[config.mk]
export PLATFORM = sky130hd
export DESIGN_NAME = hash_seq_ctrl
export DESIGN_NICKNAME = d
export VERILOG_FILES = /design/src/rtl/hash_seq_pkg.sv /design/src/rtl/hash_seq_ctx.sv /design/src/rtl/hash_seq_fsm.sv /design/src/rtl/hash_seq_ctrl.sv
export SDC_FILE = /design/constraint.sdc
export NUM_CORES = 1
export LEC_CHECK = 0
export ABC_AREA = 1
export BUFFER_PORTS_ARGS = -buffer_cell sky130_fd_sc_hd__buf_2
export CAP_MARGIN = 5
export CORE_MARGIN = 2
export CORE_UTILIZATION = 39
export DETAILED_ROUTE_END_ITERATION = 16
export PLACE_DENSITY = 0.67
export SLEW_MARGIN = 20
export SYNTH_ARGS = -nofsm -noshare
export SYNTH_HDL_FRONTEND = slang
export SYNTH_SLANG_ARGS = --single-unit
[constraint.sdc]
create_clock -name clk -period 2.3 [get_ports clk]
set_clock_uncertainty 0.1 [all_clocks]
set_input_delay 0 -clock clk [delete_from_list [all_inputs] [get_ports clk]]
set_output_delay 0 -clock clk [all_outputs]
set_load 0.02 [all_outputs]
[src/rtl/hash_seq_pkg.sv]
package hash_seq_pkg;

    localparam int BLK_BYTES = 64;
    localparam int BLK_LOG2  = $clog2(BLK_BYTES);
    localparam int ADDR_W    = 2;

    localparam logic [ADDR_W-1:0] A_MODE  = 2'd0;
    localparam logic [ADDR_W-1:0] A_COUNT = 2'd1;
    localparam logic [ADDR_W-1:0] A_LEN   = 2'd2;
    localparam logic [ADDR_W-1:0] A_STAT  = 2'd3;

    // status bit positions
    localparam int ST_BUSY = 0;
    localparam int ST_ERR  = 1;
    localparam int ST_SUSP = 2;
    localparam int ST_DONE = 3;

    typedef enum logic [1:0] {
        OP_KEY   = 2'd0,
        OP_DATA  = 2'd1,
        OP_FINAL = 2'd2,
        OP_OUTER = 2'd3
    } op_e;

    typedef struct packed {
        logic       outer;
        logic       key;
        logic       close;
        logic       use_const;
        logic [1:0] algo;
    } mode_t;

    typedef struct packed {
        logic valid;
        op_e  op;
    } upd_t;

    function automatic mode_t mode_from_word(input logic [31:0] w);
        mode_t m;
        m.outer     = w[7];
        m.key       = w[5];
        m.close     = w[4];
        m.use_const = w[3];
        m.algo      = w[2:1];
        return m;
    endfunction

    function automatic logic [31:0] mode_to_word(input mode_t m);
        logic [31:0] w;
        w      = '0;
        w[7]   = m.outer;
        w[5]   = m.key;
        w[4]   = m.close;
        w[3]   = m.use_const;
        w[2:1] = m.algo;
        return w;
    endfunction

endpackage

[src/rtl/hash_seq_ctx.sv]
module hash_seq_ctx
    import hash_seq_pkg::*;
#(
    parameter int DATA_W = 32
) (
    input  logic              clk,
    input  logic              rst,
    input  logic              wr_en,
    input  logic [ADDR_W-1:0] wr_addr,
    input  logic [DATA_W-1:0] wr_data,
    input  logic              busy,
    input  upd_t              upd,
    input  logic              fin_evt,
    input  logic              susp_evt,
    output mode_t             mode_q,
    output logic [DATA_W-1:0] count_q,
    output logic [DATA_W-1:0] rem_q,
    output logic              err_q,
    output logic              susp_q,
    output logic              done_q,
    output logic              launch
);

    localparam int LOW = BLK_LOG2;
    localparam logic [DATA_W-1:0] BLK = DATA_W'(BLK_BYTES);

    logic wr_ok;
    logic len_wr;
    logic len_bad;

    assign wr_ok   = wr_en && !busy;
    assign len_wr  = wr_ok && (wr_addr == A_LEN);
    assign len_bad = len_wr && !mode_q.close && (|wr_data[LOW-1:0]);
    assign launch  = len_wr && !len_bad;

    always_ff @(posedge clk) begin
        if (rst) begin
            mode_q  <= '0;
            count_q <= '0;
            rem_q   <= '0;
            err_q   <= 1'b0;
            susp_q  <= 1'b0;
            done_q  <= 1'b0;
        end else begin
            if (wr_ok && wr_addr == A_MODE)
                mode_q <= mode_from_word(wr_data);
            if (wr_ok && wr_addr == A_COUNT)
                count_q <= {wr_data[DATA_W-1:LOW], LOW'(0)};
            if (wr_ok && wr_addr == A_STAT && wr_data[ST_ERR])
                err_q <= 1'b0;
            if (len_bad) begin
                err_q  <= 1'b1;
                done_q <= 1'b0;
            end
            if (launch) begin
                rem_q  <= wr_data;
                done_q <= 1'b0;
                susp_q <= 1'b0;
                if (mode_q.key)
                    count_q <= BLK;
                else if (mode_q.use_const)
                    count_q <= '0;
            end
            if (upd.valid) begin
                mode_q.use_const <= 1'b0;
                case (upd.op)
                    OP_KEY:   mode_q.key <= 1'b0;
                    OP_DATA: begin
                        count_q <= count_q + BLK;
                        rem_q   <= rem_q - BLK;
                    end
                    OP_FINAL: begin
                        count_q      <= count_q + rem_q;
                        rem_q        <= '0;
                        mode_q.close <= 1'b0;
                    end
                    OP_OUTER: mode_q.outer <= 1'b0;
                    default:  ;
                endcase
            end
            if (fin_evt)
                done_q <= 1'b1;
            if (susp_evt)
                susp_q <= 1'b1;
        end
    end

    // length may only move on a core completion or a launch from idle
    p_rem_hold_r5: assert property (@(posedge clk) disable iff (rst)
        busy && !upd.valid |=> $stable(rem_q));

    p_count_hold_r12: assert property (@(posedge clk) disable iff (rst)
        busy && !upd.valid |=> $stable(count_q));

    p_const_once_r6: assert property (@(posedge clk) disable iff (rst)
        upd.valid |=> !mode_q.use_const);

    p_err_halts_r9: assert property (@(posedge clk) disable iff (rst)
        len_bad |=> (!busy && err_q));

endmodule

[src/rtl/hash_seq_fsm.sv]
module hash_seq_fsm
    import hash_seq_pkg::*;
#(
    parameter int DATA_W = 32
) (
    input  logic                clk,
    input  logic                rst,
    input  logic                launch,
    input  mode_t               mode,
    input  logic [DATA_W-1:0]   rem,
    input  logic                suspend_req,
    input  logic                core_done,
    output logic                busy,
    output logic                core_start,
    output op_e                 core_op,
    output logic                core_const,
    output logic [BLK_LOG2-1:0] core_tail,
    output upd_t                upd,
    output logic                fin_evt,
    output logic                susp_evt
);

    localparam logic [DATA_W-1:0] BLK = DATA_W'(BLK_BYTES);

    typedef enum logic [1:0] {S_IDLE, S_PICK, S_WAIT} state_e;

    state_e state_q;
    op_e    op_q;
    logic   start_q;
    logic   const_q;
    logic [BLK_LOG2-1:0] tail_q;

    op_e  pick_op;
    logic pick_issue;
    logic pick_susp;
    logic pick_fin;

    // stage order: key, data blocks, closing pad, outer hash
    always_comb begin
        pick_op    = OP_DATA;
        pick_issue = 1'b0;
        pick_susp  = 1'b0;
        pick_fin   = 1'b0;
        if (mode.key) begin
            pick_op    = OP_KEY;
            pick_issue = 1'b1;
        end else if (rem >= BLK) begin
            if (suspend_req)
                pick_susp = 1'b1;
            else begin
                pick_op    = OP_DATA;
                pick_issue = 1'b1;
            end
        end else if (mode.close) begin
            pick_op    = OP_FINAL;
            pick_issue = 1'b1;
        end else if (mode.outer) begin
            pick_op    = OP_OUTER;
            pick_issue = 1'b1;
        end else begin
            pick_fin = 1'b1;
        end
    end

    always_ff @(posedge clk) begin
        if (rst) begin
            state_q <= S_IDLE;
            op_q    <= OP_KEY;
            start_q <= 1'b0;
            const_q <= 1'b0;
            tail_q  <= '0;
        end else begin
            start_q <= 1'b0;
            case (state_q)
                S_IDLE: if (launch) state_q <= S_PICK;
                S_PICK: begin
                    if (pick_issue) begin
                        start_q <= 1'b1;
                        op_q    <= pick_op;
                        const_q <= mode.use_const;
                        tail_q  <= (pick_op == OP_FINAL) ? rem[BLK_LOG2-1:0] : '0;
                        state_q <= S_WAIT;
                    end else begin
                        state_q <= S_IDLE;
                    end
                end
                S_WAIT: if (core_done) state_q <= S_PICK;
                default: state_q <= S_IDLE;
            endcase
        end
    end

    assign busy       = (state_q != S_IDLE);
    assign core_start = start_q;
    assign core_op    = op_q;
    assign core_const = const_q;
    assign core_tail  = tail_q;
    assign upd.valid  = (state_q == S_WAIT) && core_done;
    assign upd.op     = op_q;
    assign fin_evt    = (state_q == S_PICK) && pick_fin;
    assign susp_evt   = (state_q == S_PICK) && pick_susp;

    p_start_pulse_r5: assert property (@(posedge clk) disable iff (rst)
        core_start |=> !core_start);

    p_quiet_idle_r4: assert property (@(posedge clk) disable iff (rst)
        !busy |-> !core_start);

    p_key_pending_r7: assert property (@(posedge clk) disable iff (rst)
        (core_start && core_op == OP_KEY) |-> mode.key);

    p_final_short_r8: assert property (@(posedge clk) disable iff (rst)
        (core_start && core_op == OP_FINAL) |-> (rem < BLK));

    p_susp_parks_r11: assert property (@(posedge clk) disable iff (rst)
        susp_evt |=> !busy);

endmodule

[src/rtl/hash_seq_ctrl.sv]
module hash_seq_ctrl
    import hash_seq_pkg::*;
#(
    parameter int DATA_W = 32
) (
    input  logic              clk,
    input  logic              rst,
    input  logic              wr_en,
    input  logic [1:0]        addr,
    input  logic [DATA_W-1:0] wdata,
    output logic [DATA_W-1:0] rdata,
    output logic              busy,
    input  logic              suspend_req,
    output logic              core_start,
    output logic [1:0]        core_op,
    output logic [1:0]        core_algo,
    output logic              core_const,
    output logic [5:0]        core_tail,
    input  logic              core_done
);

    mode_t             mode_q;
    logic [DATA_W-1:0] count_q;
    logic [DATA_W-1:0] rem_q;
    logic              err_q;
    logic              susp_q;
    logic              done_q;
    logic              launch;
    upd_t              upd;
    logic              fin_evt;
    logic              susp_evt;
    op_e               op_w;

    hash_seq_ctx #(.DATA_W(DATA_W)) u_ctx (
        .clk      (clk),
        .rst      (rst),
        .wr_en    (wr_en),
        .wr_addr  (addr),
        .wr_data  (wdata),
        .busy     (busy),
        .upd      (upd),
        .fin_evt  (fin_evt),
        .susp_evt (susp_evt),
        .mode_q   (mode_q),
        .count_q  (count_q),
        .rem_q    (rem_q),
        .err_q    (err_q),
        .susp_q   (susp_q),
        .done_q   (done_q),
        .launch   (launch)
    );

    hash_seq_fsm #(.DATA_W(DATA_W)) u_fsm (
        .clk         (clk),
        .rst         (rst),
        .launch      (launch),
        .mode        (mode_q),
        .rem         (rem_q),
        .suspend_req (suspend_req),
        .core_done   (core_done),
        .busy        (busy),
        .core_start  (core_start),
        .core_op     (op_w),
        .core_const  (core_const),
        .core_tail   (core_tail),
        .upd         (upd),
        .fin_evt     (fin_evt),
        .susp_evt    (susp_evt)
    );

    assign core_op   = op_w;
    assign core_algo = mode_q.algo;

    always_comb begin
        rdata = '0;
        case (addr)
            A_MODE:  rdata = DATA_W'(mode_to_word(mode_q));
            A_COUNT: rdata = count_q;
            A_LEN:   rdata = rem_q;
            A_STAT: begin
                rdata[ST_BUSY] = busy;
                rdata[ST_ERR]  = err_q;
                rdata[ST_SUSP] = susp_q;
                rdata[ST_DONE] = done_q;
            end
            default: rdata = '0;
        endcase
    end

endmodule

==> flow_metrics.tcl <==
set metrics [dict create \
    dr_wl_met2_um 15800 \
    cp_data_arrival_time_ns 2.37 \
    clk_pin_slew_ns 0.09 \
    ys_seq_elements 85 \
    register_area_um2 1710 \
    die_y_um 149 \
    grt_max_degree 54 \
    drc 0 \
    crit_chain "nor2_2, nand2_1, nor2_2, inv_2, a21oi_4, inv_2, a21oi_1, o21ai_0, a21oi_1" \
    clockPowerShare_pct 42.4 \
    path_buf_inv 2 \
    cts_buffers 9 \
    critPathTopFamily "compound AO/OA/AOI/OAI gates" \
    slew_headroom_pct 58.7 \
    firstDrtPassIters 5 \
    tns_ns 0 \
    fp.coreArea_um2 20900 \
    worst_slew_pin_slew_ns 0.616 \
    powerDensity_nw_per_um2 376 \
    cts.sinks 85 \
    grt_first_pass_wirelength_um 52400 \
    maxCapViolCount 0 \
    netlist_instances 1517 \
    finalSetupViolCount 0 \
    io_buffers 83 \
    die_area_um2 22300 \
    leakage_uw 0.00524 \
    yosys_warnings 0 \
    gp_congestion 0.989 \
    diodes 0 \
    path_max_fanout 25 \
    grt_pass1_vias 9560 \
    crit_path_end_kind "flop" \
    clock.fmax_mhz 458 \
    required_ns 2.49 \
    drt-initial-drc-count 967 \
    synth_cell_type_count 43 \
    root_buffer "clkbuf_16" \
    io_pins 84 \
    dpl_cell_area_um2 9290 \
    ys_seq_area_share_pct 20.7 \
    wirelength_um 34400 \
    power.switching_uw 1260 \
    grt_overflow 0 \
    route.met3.wl_um 2470 \
    wl_per_cell_um 17.7 \
    htreeDepth 3 \
    status "finished clean" \
    path_class "flop to flop" \
    hpwl_um 26900 \
    layout.nets 1744 \
    die_w_um 149 \
    wl_met1_um 14700 \
    hold_class "primary input to flop" \
    slowest_delay_ns 0.36 \
    post-route-util_pct 48.2 \
    viasPerCell 5.37 \
    avgSynthCellArea_um2 5.43 \
    syn2layout_area_growth_pct 22.1 \
    antenna_left 0 \
    antenna_found_initial 0 \
    finalCritPeriodShare_pct 94.9 \
    pwr-share-comb_pct 16.9 \
    cts_tree "yes" \
    post-route-cell-area_um2 10100 \
    track_usage_pct 30.7 \
    multi_input_area_um2 5500 \
    cp-start-kind "flop" \
    power_uw 3780 \
    hold_viol 0 \
    clk_latency_ns 0.37 \
    slew_viol_final 0 \
    syn_area_um2 8240 \
    min_period_ns 2.18 \
    topRoutingLayerUsed "met4" \
    layout-drive-gt1-share_pct 12.3 \
    sequentialPowerShare_pct 40.7 \
    slowest_stage "dfxtp_1" \
    vdd_ir_drop_max_mv 0.360 \
    p_sw_share_pct 33.2 \
    holdWs_ns 0.0635 \
    p_int_uw 2530 \
    nFillCells 2260 \
    cts.path.max_buffers 2 \
    core.rowCount 53 \
    synth_nets 1595 \
    num_vias 10500 \
    initial_utilization_pct 39.4 \
]
## cell type report
type | count | share of cell area, %
Timing Repair Buffer | 182 | 12.7
Clock inverter | 7 | 0.933
Inverter | 244 | 9.11
Multi-Input combinational cell | 1144 | 54.6
Clock buffer | 9 | 2.24
Tap cell | 275 | 3.42
Sequential cell | 85 | 17.0
## synth_stat cells (all sizes together)
master / n / area [um2]
nand3b: 6 / 45.0
nor3b: 2 / 15.0
inv: 243 / 912
a211oi: 5 / 37.5
nand4: 19 / 125
a21o: 1 / 7.51
and3: 1 / 6.26
o22ai: 24 / 150
ha: 38 / 475
xor2: 7 / 61.3
o21a: 1 / 7.51
o21bai: 2 / 15.0
buf: 16 / 91.3
o211ai: 6 / 50.1
a31oi: 3 / 18.8
a221oi: 1 / 8.76
nor2: 156 / 611
fa: 1 / 20.0
clkbuf: 28 / 105
or2: 3 / 18.8
nand2: 505 / 1900
clkinv: 1 / 3.75
nand3: 108 / 546
dfxtp: 85 / 1700
and2: 1 / 6.26
nor3: 13 / 75.1
o31ai: 1 / 7.51
o2111ai: 1 / 8.76
o21ai: 100 / 504
a21oi: 139 / 707
## repair_timing
action	CTS	global route
buffers inserted	0	2
hold buffers	36	0
resized for setup	1	22
hold endpoints to repair	46	0
endpoints found under the setup margin	1	22
pin swaps	0	2
## layout by cell type, fill, tap and decap left out, types with 11 or more instances in the layout
cell and count:
a21oi_1 135, nor3_1 11, dfxtp_1 82, nand2_1 502
inv_1 237, o21ai_0 93, buf_2 83, nand4_1 18
dlygate4sd3_1 36, ha_1 37, o22ai_1 24, nand3_1 102
buf_4 60, nor2_1 144
## metrics by stage
stage               std cells  setup WS (ns)
finish                   1946          0.116
detailed placement       1892        -0.0124
global placement         1892         0.0997
CTS                      1944         0.0590
global route             1946        -0.0126
floorplan                1517          0.329
## routing by layer
| metal | track usage, % | vias up |
|---|---|---|
| met5 | 0 | - |
| met4 | 12.7 | 0 |
| met3 | 3.73 | 83 |
| met2 | 51.6 | 473 |
| met1 | 39.7 | 4750 |
| li1 | - | 5149 |
## worst paths after layout
kind	cells after the start	endpoint	slack, ns	startpoint
min reg2reg	2	u_ctx.count_q[0]	0.37	u_ctx.count_q[0]
max reg2reg	9	u_ctx.rem_q[19]	0.12	u_fsm.state_q[1]
max	9	u_ctx.rem_q[19]	0.12	u_fsm.state_q[1]
min	4	u_ctx.err_q	0.06	wr_en
## registers in the layout (all words and copies together) (netlist names), 2 cells and up
register / flops
u_fsm.state_q: 2
u_ctx.rem_q: 32
u_fsm.core_op: 2
u_ctx.mode_q: 6
u_ctx.count_q: 32
u_fsm.core_tail: 6
## worst register-to-register path, cell delays in order, from the launching register on
cell and delay [ns]:
dfxtp_1 0.36, nor2_2 0.19, nand2_1 0.19, nor2_2 0.19
inv_2 0.07, a21oi_4 0.24, inv_2 0.29, a21oi_1 0.22
o21ai_0 0.09, a21oi_1 0.15
## cell families (layout without fill, tap and decap cells)
logic type / count (synthesis) / after routing / synth area share [%]
DFF: 85 / 85 / 20.7
AOI/OAI and AO/OA: 284 / 284 / 18.5
xor gates and xnor gates: 7 / 7 / 0.744
and+or+nand+nor: 814 / 814 / 40.6
adders and majority gates: 39 / 39 / 6.02
buffers and inverters: 288 / 442 / 13.5
## power groups by stage
stage / Clock (uW) / Combinational (uW) / Sequential (uW)
3_3_place_gp: 0 / 571 / 1570
3_5_place_dp: 0 / 574 / 1570
2_1_floorplan: 0 / 342 / 1570
6_report: 1600 / 638 / 1540
4_1_cts: 1620 / 624 / 1540
5_1_grt: 1670 / 697 / 1540
(Power assumes the default switching activity.)
